==> src/rtl/gpio_ovr_pkg.sv <==
package gpio_ovr_pkg;
  typedef struct packed {
    logic pu_en;
    logic pu_val;
    logic dir_en;
    logic dir_val;
    logic val_en;
    logic val_val;
    logic ie_en;
    logic ie_val;
  } pin_ovr_t;
endpackage

==> src/rtl/gpio_ovr_regs.sv <==
module gpio_ovr_regs #(
  parameter int W = 8
) (
  input  logic         clk_i,
  input  logic         rst_ni,
  input  logic         pue_we_i,
  input  logic         ddr_we_i,
  input  logic         port_we_i,
  input  logic         pin_we_i,
  input  logic [W-1:0] wdata_i,
  input  logic [W-1:0] tgl_i,
  output logic [W-1:0] pue_o,
  output logic [W-1:0] ddr_o,
  output logic [W-1:0] port_o
);
  logic [W-1:0] pue_q, ddr_q, port_q, port_nxt, flip;

  // port write first, then PIN-write mask and toggle override invert it
  always_comb begin
    flip     = (pin_we_i ? wdata_i : '0) ^ tgl_i;
    port_nxt = (port_we_i ? wdata_i : port_q) ^ flip;
  end

  always_ff @(posedge clk_i or negedge rst_ni) begin
    if (!rst_ni) begin
      pue_q  <= '0;
      ddr_q  <= '0;
      port_q <= '0;
    end else begin
      if (pue_we_i) pue_q <= wdata_i;
      if (ddr_we_i) ddr_q <= wdata_i;
      port_q <= port_nxt;
    end
  end

  assign pue_o  = pue_q;
  assign ddr_o  = ddr_q;
  assign port_o = port_q;

  p_reset_clr_r9: assert property (@(posedge clk_i)
    !rst_ni |-> (pue_q == '0 && ddr_q == '0 && port_q == '0));

  p_pin_wr0_r8: assert property (@(posedge clk_i) disable iff (!rst_ni)
    (pin_we_i && wdata_i == '0 && !port_we_i && tgl_i == '0) |=> $stable(port_q));

  p_tgl_r4: assert property (@(posedge clk_i) disable iff (!rst_ni)
    (!port_we_i && !pin_we_i) |=> port_q == ($past(port_q) ^ $past(tgl_i)));
endmodule

==> src/rtl/gpio_ovr_pin.sv <==
module gpio_ovr_pin
  import gpio_ovr_pkg::*;
(
  input  logic     clk_i,
  input  logic     rst_ni,
  input  logic     sleep_i,
  input  logic     pue_i,
  input  logic     ddr_i,
  input  logic     port_i,
  input  pin_ovr_t ovr_i,
  input  logic     pad_in_i,
  output logic     pu_o,
  output logic     oe_o,
  output logic     out_o,
  output logic     din_o
);
  logic ie, val;

  always_comb begin
    pu_o  = ovr_i.pu_en  ? ovr_i.pu_val  : pue_i;
    oe_o  = ovr_i.dir_en ? ovr_i.dir_val : ddr_i;
    val   = ovr_i.val_en ? ovr_i.val_val : port_i;
    out_o = oe_o & val;
    ie    = ovr_i.ie_en  ? ovr_i.ie_val  : ~sleep_i;
    din_o = pad_in_i & ie;
  end

  p_drv_gate_r3: assert property (@(posedge clk_i) disable iff (!rst_ni)
    !oe_o |-> !out_o);

  p_sleep_gate_r5: assert property (@(posedge clk_i) disable iff (!rst_ni)
    (sleep_i && !ovr_i.ie_en) |-> !din_o);
endmodule

==> src/rtl/gpio_ovr_sync.sv <==
module gpio_ovr_sync #(
  parameter int W = 8
) (
  input  logic         clk_i,
  input  logic         rst_ni,
  input  logic [W-1:0] d_i,
  output logic [W-1:0] q_o
);
  logic [W-1:0] s1_q, s2_q;

  always_ff @(posedge clk_i or negedge rst_ni) begin
    if (!rst_ni) begin
      s1_q <= '0;
      s2_q <= '0;
    end else begin
      s1_q <= d_i;
      s2_q <= s1_q;
    end
  end

  assign q_o = s2_q;

  p_sync_lat_r6: assert property (@(posedge clk_i) disable iff (!rst_ni)
    ($past(rst_ni) && $past(rst_ni, 2)) |-> q_o == $past(d_i, 2));
endmodule

==> src/rtl/gpio_ovr_port.sv <==
module gpio_ovr_port
  import gpio_ovr_pkg::*;
#(
  parameter int N = 8
) (
  input  logic         clk_i,
  input  logic         rst_ni,
  input  logic         sleep_i,
  input  logic         pue_we_i,
  input  logic         ddr_we_i,
  input  logic         port_we_i,
  input  logic         pin_we_i,
  input  logic [N-1:0] wdata_i,
  input  logic         pue_re_i,
  input  logic         ddr_re_i,
  input  logic         port_re_i,
  input  logic         pin_re_i,
  output logic [N-1:0] rdata_o,
  input  logic [N-1:0] pu_ovr_en_i,
  input  logic [N-1:0] pu_ovr_val_i,
  input  logic [N-1:0] dir_ovr_en_i,
  input  logic [N-1:0] dir_ovr_val_i,
  input  logic [N-1:0] val_ovr_en_i,
  input  logic [N-1:0] val_ovr_val_i,
  input  logic [N-1:0] tgl_ovr_i,
  input  logic [N-1:0] ie_ovr_en_i,
  input  logic [N-1:0] ie_ovr_val_i,
  input  logic [N-1:0] pad_in_i,
  output logic [N-1:0] pad_out_o,
  output logic [N-1:0] pad_oe_o,
  output logic [N-1:0] pad_pu_o,
  output logic [N-1:0] din_o
);
  localparam int MSB = N - 1;

  logic [MSB:0] pue, ddr, port, pin_sync;

  gpio_ovr_regs #(.W(N)) u_regs (
    .clk_i     (clk_i),
    .rst_ni    (rst_ni),
    .pue_we_i  (pue_we_i),
    .ddr_we_i  (ddr_we_i),
    .port_we_i (port_we_i),
    .pin_we_i  (pin_we_i),
    .wdata_i   (wdata_i),
    .tgl_i     (tgl_ovr_i),
    .pue_o     (pue),
    .ddr_o     (ddr),
    .port_o    (port)
  );

  for (genvar i = 0; i < N; i++) begin : g_pin
    pin_ovr_t ovr;
    assign ovr = '{pu_en:   pu_ovr_en_i[i],  pu_val:  pu_ovr_val_i[i],
                   dir_en:  dir_ovr_en_i[i], dir_val: dir_ovr_val_i[i],
                   val_en:  val_ovr_en_i[i], val_val: val_ovr_val_i[i],
                   ie_en:   ie_ovr_en_i[i],  ie_val:  ie_ovr_val_i[i]};

    gpio_ovr_pin u_pin (
      .clk_i    (clk_i),
      .rst_ni   (rst_ni),
      .sleep_i  (sleep_i),
      .pue_i    (pue[i]),
      .ddr_i    (ddr[i]),
      .port_i   (port[i]),
      .ovr_i    (ovr),
      .pad_in_i (pad_in_i[i]),
      .pu_o     (pad_pu_o[i]),
      .oe_o     (pad_oe_o[i]),
      .out_o    (pad_out_o[i]),
      .din_o    (din_o[i])
    );
  end

  gpio_ovr_sync #(.W(N)) u_sync (
    .clk_i  (clk_i),
    .rst_ni (rst_ni),
    .d_i    (din_o),
    .q_o    (pin_sync)
  );

  always_comb begin
    rdata_o = '0;
    if (pue_re_i)  rdata_o |= pue;
    if (ddr_re_i)  rdata_o |= ddr;
    if (port_re_i) rdata_o |= port;
    if (pin_re_i)  rdata_o |= pin_sync;
  end

  p_rd_idle_r10: assert property (@(posedge clk_i) disable iff (!rst_ni)
    (!pue_re_i && !ddr_re_i && !port_re_i && !pin_re_i) |-> rdata_o == '0);
endmodule

==> config.mk <==
export PLATFORM = sky130hd
export DESIGN_NAME = gpio_ovr_port
export DESIGN_NICKNAME = d
export VERILOG_FILES = /design/src/rtl/gpio_ovr_pkg.sv /design/src/rtl/gpio_ovr_regs.sv /design/src/rtl/gpio_ovr_pin.sv /design/src/rtl/gpio_ovr_sync.sv /design/src/rtl/gpio_ovr_port.sv
export SDC_FILE = /design/constraint.sdc
export NUM_CORES = 1
export LEC_CHECK = 0
export ABC_CLOCK_PERIOD_IN_PS = 1530
export CAP_MARGIN = 20
export CORE_ASPECT_RATIO = 0.6
export CORE_MARGIN = 10
export CORE_UTILIZATION = 39
export DETAILED_ROUTE_END_ITERATION = 7
export PLACE_DENSITY = 0.82
export REMOVE_ABC_BUFFERS = 1
export SKIP_LAST_GASP = 1
export SLEW_MARGIN = 20
export SYNTH_ARGS = -nofsm -noshare
export SYNTH_HDL_FRONTEND = slang
export SYNTH_SLANG_ARGS = --single-unit
==> constraint.sdc <==
create_clock -name clk_i -period 1.53 [get_ports clk_i]
set_input_delay 0.153 -clock clk_i [delete_from_list [all_inputs] [get_ports clk_i]]
set_output_delay 0.153 -clock clk_i [all_outputs]
set_load 0.02 [all_outputs]
==> results of run 1 <==
## worst max-delay path by stage
stage,from,slack (ns),cells after the start,to
2_1_floorplan,u_regs.port_o[0],0.37,3,u_regs.port_o[0]
4_1_cts,u_regs.port_o[1],-0.11,3,pad_out_o[1]
3_5_place_dp,sleep_i,-0.28,4,din_o[0]
6_report,u_regs.port_o[5],0.04,4,pad_out_o[5]
5_1_grt,u_regs.port_o[5],-0.005,4,pad_out_o[5]
3_3_place_gp,dir_ovr_en_i[0],-0.27,4,pad_out_o[0]
## flip-flops by register name, indices dropped and copies added (netlist names)
register,flops
u_regs.pue_o,8
u_sync.q_o,8
u_regs.port_o,8
u_regs.ddr_o,8
u_sync.s1_q,8
## routing by layer
metal / global-route usage / vias up / part of all wire
met2: 0.274 / 86 / 0.49
met3: 0.0658 / 8 / 0.086
met5: 0 / - / 0
met4: 0.0386 / 0 / 0.0075
met1: 0.175 / 998 / 0.41
li1: - / 1026 / -
## power by group
part / internal (mW) / leakage [nW] / total [mW] / switching (mW)
Combinational: 0.668 / 1.18 / 1.16 / 0.495
Clock: 0.483 / 0.0541 / 0.872 / 0.389
Sequential: 1.17 / 0.488 / 1.26 / 0.0887
Total: 2.32 / 1.72 / 3.30 / 0.973
## metrics by stage
stage               hold WS [ns]  std cells  area (um2)
floorplan                 -0.143        176        2150
detailed placement         0.243        431        3890
CTS                        0.353        441        3970
global route               0.375        441        3910
finish                     0.352        441        3910
global placement           0.245        431        3890
## layout make-up
| cell class | instances | area, um2 | area share |
|---|---|---|---|
| sequential | 40 | 1000 | 0.256 |
| multi-input combinational | 136 | 1150 | 0.295 |
| clock buffer | 5 | 68.8 | 0.0176 |
| tap | 84 | 105 | 0.0269 |
| timing repair buffer | 173 | 1540 | 0.393 |
| clock inverter | 3 | 42.5 | 0.0109 |
## synthesized netlist by cell type
library cell | number | share of area
sky130_fd_sc_hd__nor3b_1 | 1 | 0.0031
sky130_fd_sc_hd__a211oi_2 | 1 | 0.0051
sky130_fd_sc_hd__o21ba_2 | 1 | 0.0041
sky130_fd_sc_hd__nor2b_1 | 1 | 0.0026
sky130_fd_sc_hd__buf_4 | 32 | 0.098
sky130_fd_sc_hd__buf_12 | 1 | 0.0082
sky130_fd_sc_hd__nand4bb_1 | 5 | 0.023
sky130_fd_sc_hd__o21ai_0 | 8 | 0.016
sky130_fd_sc_hd__mux2i_1 | 7 | 0.029
sky130_fd_sc_hd__nand2b_1 | 6 | 0.015
sky130_fd_sc_hd__buf_1 | 1 | 0.0015
sky130_fd_sc_hd__clkbuf_1 | 5 | 0.0077
sky130_fd_sc_hd__dfrtp_1 | 40 | 0.41
sky130_fd_sc_hd__xor2_1 | 6 | 0.021
sky130_fd_sc_hd__xnor2_1 | 2 | 0.0071
sky130_fd_sc_hd__and4bb_2 | 2 | 0.010
sky130_fd_sc_hd__nand2_1 | 16 | 0.025
sky130_fd_sc_hd__mux2_2 | 40 | 0.18
sky130_fd_sc_hd__or4bb_1 | 1 | 0.0046
sky130_fd_sc_hd__buf_6 | 2 | 0.0092
sky130_fd_sc_hd__a221oi_2 | 1 | 0.0061
sky130_fd_sc_hd__o221ai_1 | 6 | 0.021
sky130_fd_sc_hd__and2_1 | 16 | 0.041
sky130_fd_sc_hd__a22oi_1 | 16 | 0.049
## critical path, cell delays in order, from the launching register on
cell,delay (ns)
sky130_fd_sc_hd__dfrtp_1,0.40
sky130_fd_sc_hd__buf_6,0.13
sky130_fd_sc_hd__mux2_2,0.25
sky130_fd_sc_hd__and2_4,0.14
sky130_fd_sc_hd__buf_6,0.12
## kinds of logic after synthesis
| logic type | count (synthesis) | share of synthesized area |
|---|---|---|
| compound gates | 33 | 0.102 |
| flops | 40 | 0.408 |
| xor+xnor | 8 | 0.0286 |
| mux | 47 | 0.212 |
| simple gates | 48 | 0.124 |
| buf+inv | 41 | 0.125 |
## what timing repair did
action | CTS | global route
hold buffers | 1 | 0
endpoints found under the setup margin | 40 | 20
setup buffers | 1 | 0
gates cloned | 0 | 0
resized for setup | 67 | 33
pin swaps | 0 | 1
hold endpoints to repair | 40 | 0
==> results.md, run 1 <==
Die:
- The floorplan has 22 rows.
- The die covers 9960 um2.
- The height of the chip is 81.4 um.
- The placeable core region is 6110 um2.
- The chip width is 122 um.
- The initial core utilization is 0.401.
- 139 I/O pins were placed.

Timing:
- At the pin with the least slew margin, the transition time is 0.501 ns.
- The relative slew slack is 0.666.
- On the final layout, the worst clock skew is 0.00830 ns.
- Setup violations remaining at the end of the flow were counted as 0.
- For the finished layout, the period the worst path requires is 1.49 ns.
- The final count of pins violating max slew came to 0.
- Based on the critical path, the design can be clocked at up to 672 MHz.
- Setup total negative slack on the finished layout was measured at 0 ns.
- Setup repair after global routing could not meet its margin everywhere.
- In the post-route analysis, the smallest setup slack over all paths is 0.0429 ns.
- Of the available clock period, the critical path in the final layout requires 0.972.
- The final count of hold timing violations is 0.

Clocking:
- The clock tree synthesis step divided the H-tree into 2 levels.
- The tree is rooted in a sky130_fd_sc_hd__clkbuf_8.
- TritonCTS built the clock tree.
- The clock-pin slew on the worst setup and hold paths is 0.08 ns.
- The clock tree buffer depth is 2.
- The number of CTS-inserted buffers is 5.
- The source-to-sink clock delay at the later pin of the worst-skew pair is 0.30 ns.
- The clock net sink count is 40.

Global routing:
- The via count of the first global-routing pass is 2325.
- The number of antenna violations at the first check in global routing is 0.
- The global-route congestion overflow total is 0.
- The wire length of the first global-routing pass is 12100 um.
- Entering global routing, the biggest net connects 41 pins.
- Across every metal layer, demand over resource in global routing totals 0.157.

Hold path:
- The worst hold path endpoint is u_sync.q_o[2].
- The type of the most critical hold path is reg -> reg.
- The critical hold path startpoint is u_sync.s1_q[2].
- The worst hold path was traced through 0 stages.

Detailed routing:
- For this run, the detailed router's first-pass iteration total came to 4.
- The per-cell via count in the routed design is 4.80.
- The sum of routed wire length over all layers is 7850 um.
- In this run the remaining antenna-violating nets after routing total 0.
- In the final routed layout, each cell accounts on average for 17.8 um.
- The starting DRC count in detailed routing is 71.
- The via count of the routed design is 2118.
- For this run, design rule violations remaining after detail routing come to 0.

Yosys:
- Of the synthesized area, sequential elements account for 0.408.
- For this run, the number of Yosys warnings is 0.
- The netlist uses 24 different library cells.
- The synthesized area per cell is 11.3 um2.
- The flip-flop and latch count after synthesis is 40.
- Synthesis handed over a netlist of 217 instances.
- The area of the mapped netlist is 2450 um2.

Worst setup path:
- The critical path start-end classification is reg -> out.
- STA classifies the critical path endpoint as an output pin.
- The maximum net fanout on the critical path is 4.
- STA classifies the critical path startpoint as a flip-flop.
- The reg-to-reg startpoint is u_regs.port_o[0].
- In this run the critical register-to-register path is captured at u_regs.port_o[0].
- The required time reported for the critical path endpoint is 1.38 ns.
- The endpoint arrival time on the critical path is 1.33 ns.
- The worst register-to-register path has a setup slack of 0.17 ns.
- Counting cells, the worst reg-to-reg path comes to 4.

Final layout:
- The post-synthesis to final-layout area growth is 59.5%.
- The leading cell type in the layout, fill and taps excluded is sky130_fd_sc_hd__clkdlybuf4s50_1.
- At the end of the flow the core is filled with cells to 0.640.
- The number of antenna diodes in the final layout is 0.
- After filler insertion, the fill cell instance count of the layout stands at 532.
- The total number of nets in the final design is 455.
- Of the cells placed in the final design, the portion with a size suffix greater than 1 is 0.314.
- The top cell types in the final layout, fill and taps aside, are sky130_fd_sc_hd__clkdlybuf4s50_1 (97), sky130_fd_sc_hd__mux2_2 (40), sky130_fd_sc_hd__dfrtp_1 (39).

Power and ir drop:
- The total design power is 3.30 mW.
- The static leakage is 1.72 nW.
- The cell area power density is 844 nW/um2.
- VDD sags by at most 0.375 mV.

Place:
- The routability congestion estimate is 0.752.
- Timing analysis after detailed placement gives a worst setup slack of -0.285 ns.
- Port buffering added 138 buffers.
- The HPWL after detailed placement is 6410 um.

Flow run:
- The number of max-cap violations is 0.

Status:
- The flow ran to the end, and the final reports show no timing, DRC or antenna violations.
Power figures use the tool's default switching activity.
==> run 2: changes to the inputs <==
ABC_CLOCK_PERIOD_IN_PS = unset   (was 1530)
==> results of run 2 <==
Same layout as run 1: the final DEF is identical, and so are final timing and power.
==> run 3: changes to the inputs <==
SKIP_CTS_REPAIR_TIMING = 1   (was unset)
==> results.md, run 3 (synthesized netlist as in run 1, its figures left out) <==
Status:
- The flow ran to the end, and the final reports show no timing, DRC or antenna violations.

Hold path:
- The type of the most critical hold path is reg -> reg.
- The critical hold path startpoint is u_sync.s1_q[2].

Clocking:
- The clock-pin slew on the worst setup and hold paths is 0.08 ns.
- The source-to-sink clock delay at the later pin of the worst-skew pair is 0.30 ns.
- The cell at the root of the clock tree is sky130_fd_sc_hd__clkbuf_8.
- The clock tree from TritonCTS is built.
- The clock net sink count is 40.
- In this run the deepest clock path goes through 2 buffers.
- The number of CTS-inserted buffers is 5.
- The total number of H-tree levels is 2.

Final layout:
- Relative to the synthesized area, the layout overhead comes to 66.9%.
- At the end of the flow, the number of nets in the layout was 456.
- The final antenna diode count is 0.
- The post-layout instance count excluding filler cells is 442.
- Leaving out fill and tap cells, the most frequent cells in the layout are sky130_fd_sc_hd__clkdlybuf4s50_1 (97), sky130_fd_sc_hd__mux2_2 (40), sky130_fd_sc_hd__dfrtp_1 (40).
- Leaving out fill and tap cells, the most frequent cell in the layout is sky130_fd_sc_hd__clkdlybuf4s50_1.
- The share of post-route cells with drive strength above 1 is 0.268.

Worst setup path:
- The maximum net fanout on the critical path is 5.
- Data on the critical path is required at its endpoint by 1.38 ns.
- The reg-to-reg startpoint is u_regs.port_o[0].
- The critical path in this run is classified as reg -> out.
- The kind of start point of the critical path is a flip-flop.
- The capturing element type of the critical path is an output pin.
- For the worst setup path, the data arrival time is 1.36 ns.
- The source of the critical timing path is u_regs.port_o[1].
- For flop-to-flop paths, the worst setup slack is 0.17 ns.

Die:
- The chip width is 122 um.
- The floorplan step defined a core boundary enclosing 6110 um2.
- The height of the chip is 81.4 um.
- The number of placed I/O pins is 139.
- The die covers 9960 um2.
- The initial core utilization is 0.401.
- The floorplan has 22 rows.

Power and ir drop:
- The total design power is 3.36 mW.
- The static leakage is 2.04 nW.
- Dividing total power by cell area gives a power density of 820 nW/um2.
- The worst-case vdd ir drop is 0.379 mV.

Timing:
- The post-route fraction of the period consumed by the critical path is 0.988.
- At the pin with the least slew margin, the transition time is 0.501 ns.
- The final count of pins violating max slew is 0.
- The total negative slack is 0 ns.
- The final period demand of the worst path is 1.51 ns.
- The hold slack is 0.352 ns.
- Setup repair after global routing could not meet its margin everywhere.
- The worst pin sits at a relative slew slack of 0.666.
- The maximum clock frequency is 661 MHz.
- The clock skew after layout is 0.00756 ns.
- Setup violations remaining at the end of the flow were counted as 0.
- The final count of hold timing violations is 0.

Global routing:
- The via count of the first global-routing pass came to 2302.
- After global routing the overflow that remains totals 0.
- For this run, the total global-route usage over all layers was measured as 0.153.
- The number of antenna violations at the first check in global routing is 0.
- The first global-routing pass estimated 11900 um of wire.
- The maximum number of pins on one net before global-route repair is 41.

Detailed routing:
- The number of nets with antenna violations after routing is 0.
- The length of the first detailed-routing pass in iterations is 4.
- In the routed design, unresolved DRC markers number 0.
- After detailed routing, the average wire length per cell comes to 17.9 um.
- Detailed routing inserted a total of 2121 vias.
- The per-cell via count in the routed design is 4.80.
- The sum of routed wire length over all layers is 7890 um.
- In this run, the number of DRC markers left after iteration 0 of detailed routing was 70.

Place:
- The HPWL after detailed placement is 6410 um.
- Buffers placed on the I/O ports in this run total 138.
- The routability congestion estimate is 0.752.
- Counting tap cells, the placed design contains a total of 431 instances.

Flow run:
- Across the run, the number of max-cap violations was 0.
-- run 3: cell count changes in the layout (fill, tap and decap cells not counted), sizes merged --
cell,change
buf,-8
dlygate4sd2,-17
clkdlybuf4s15,-2
dlymetal6s2s,+34
clkbuf,-6
-- run 3: per-layer routing --
metal	vias up	routed length, um	part of all wire	GRT usage
met1	996	3280	0.42	0.171
met3	8	620	0.079	0.0658
li1	1031	-	-	-
met5	-	0	0	0
met2	86	3920	0.50	0.268
met4	0	69	0.0087	0.0386
-- run 3: cell type report --
class	instances	area, um2
clock buffers	5	68.8
clock inverters	3	42.5
fillers	491	2020
multi-input cells	136	1150
flip-flops and latches	40	1000
well taps	84	105
repair buffers	174	1730
-- run 3: worst paths after layout --
kind / to / cells after the start
min in group asynchronous: u_regs.port_o[2] / 3
worst max register to register: u_regs.port_o[0] / 4
worst min-delay path: u_sync.q_o[2] / 0
max in group asynchronous: u_sync.q_o[1] / 3
worst min register to register: u_sync.q_o[2] / 0
worst max-delay path: pad_out_o[1] / 3
-- run 3: power breakdown --
part / internal [mW] / switching [mW]
Combinational: 0.733 / 0.495
Sequential: 1.17 / 0.0895
Clock: 0.483 / 0.384
-- run 3: critical path, stage by stage (launching register included) --
cell and delay, ns:
sky130_fd_sc_hd__dfrtp_1 0.44, sky130_fd_sc_hd__mux2_2 0.28, sky130_fd_sc_hd__and2_1 0.15, sky130_fd_sc_hd__dlymetal6s2s_1 0.20
-- run 3: through the flow --
stage	utilization	setup slack (ns)	cell area [um2]
2_1_floorplan	-	0.370	2150
3_3_place_gp	0.636	-0.265	3890
3_5_place_dp	0.636	-0.285	3890
4_1_cts	0.654	-0.330	4000
5_1_grt	0.670	-0.0647	4090
6_report	0.670	0.0183	4090
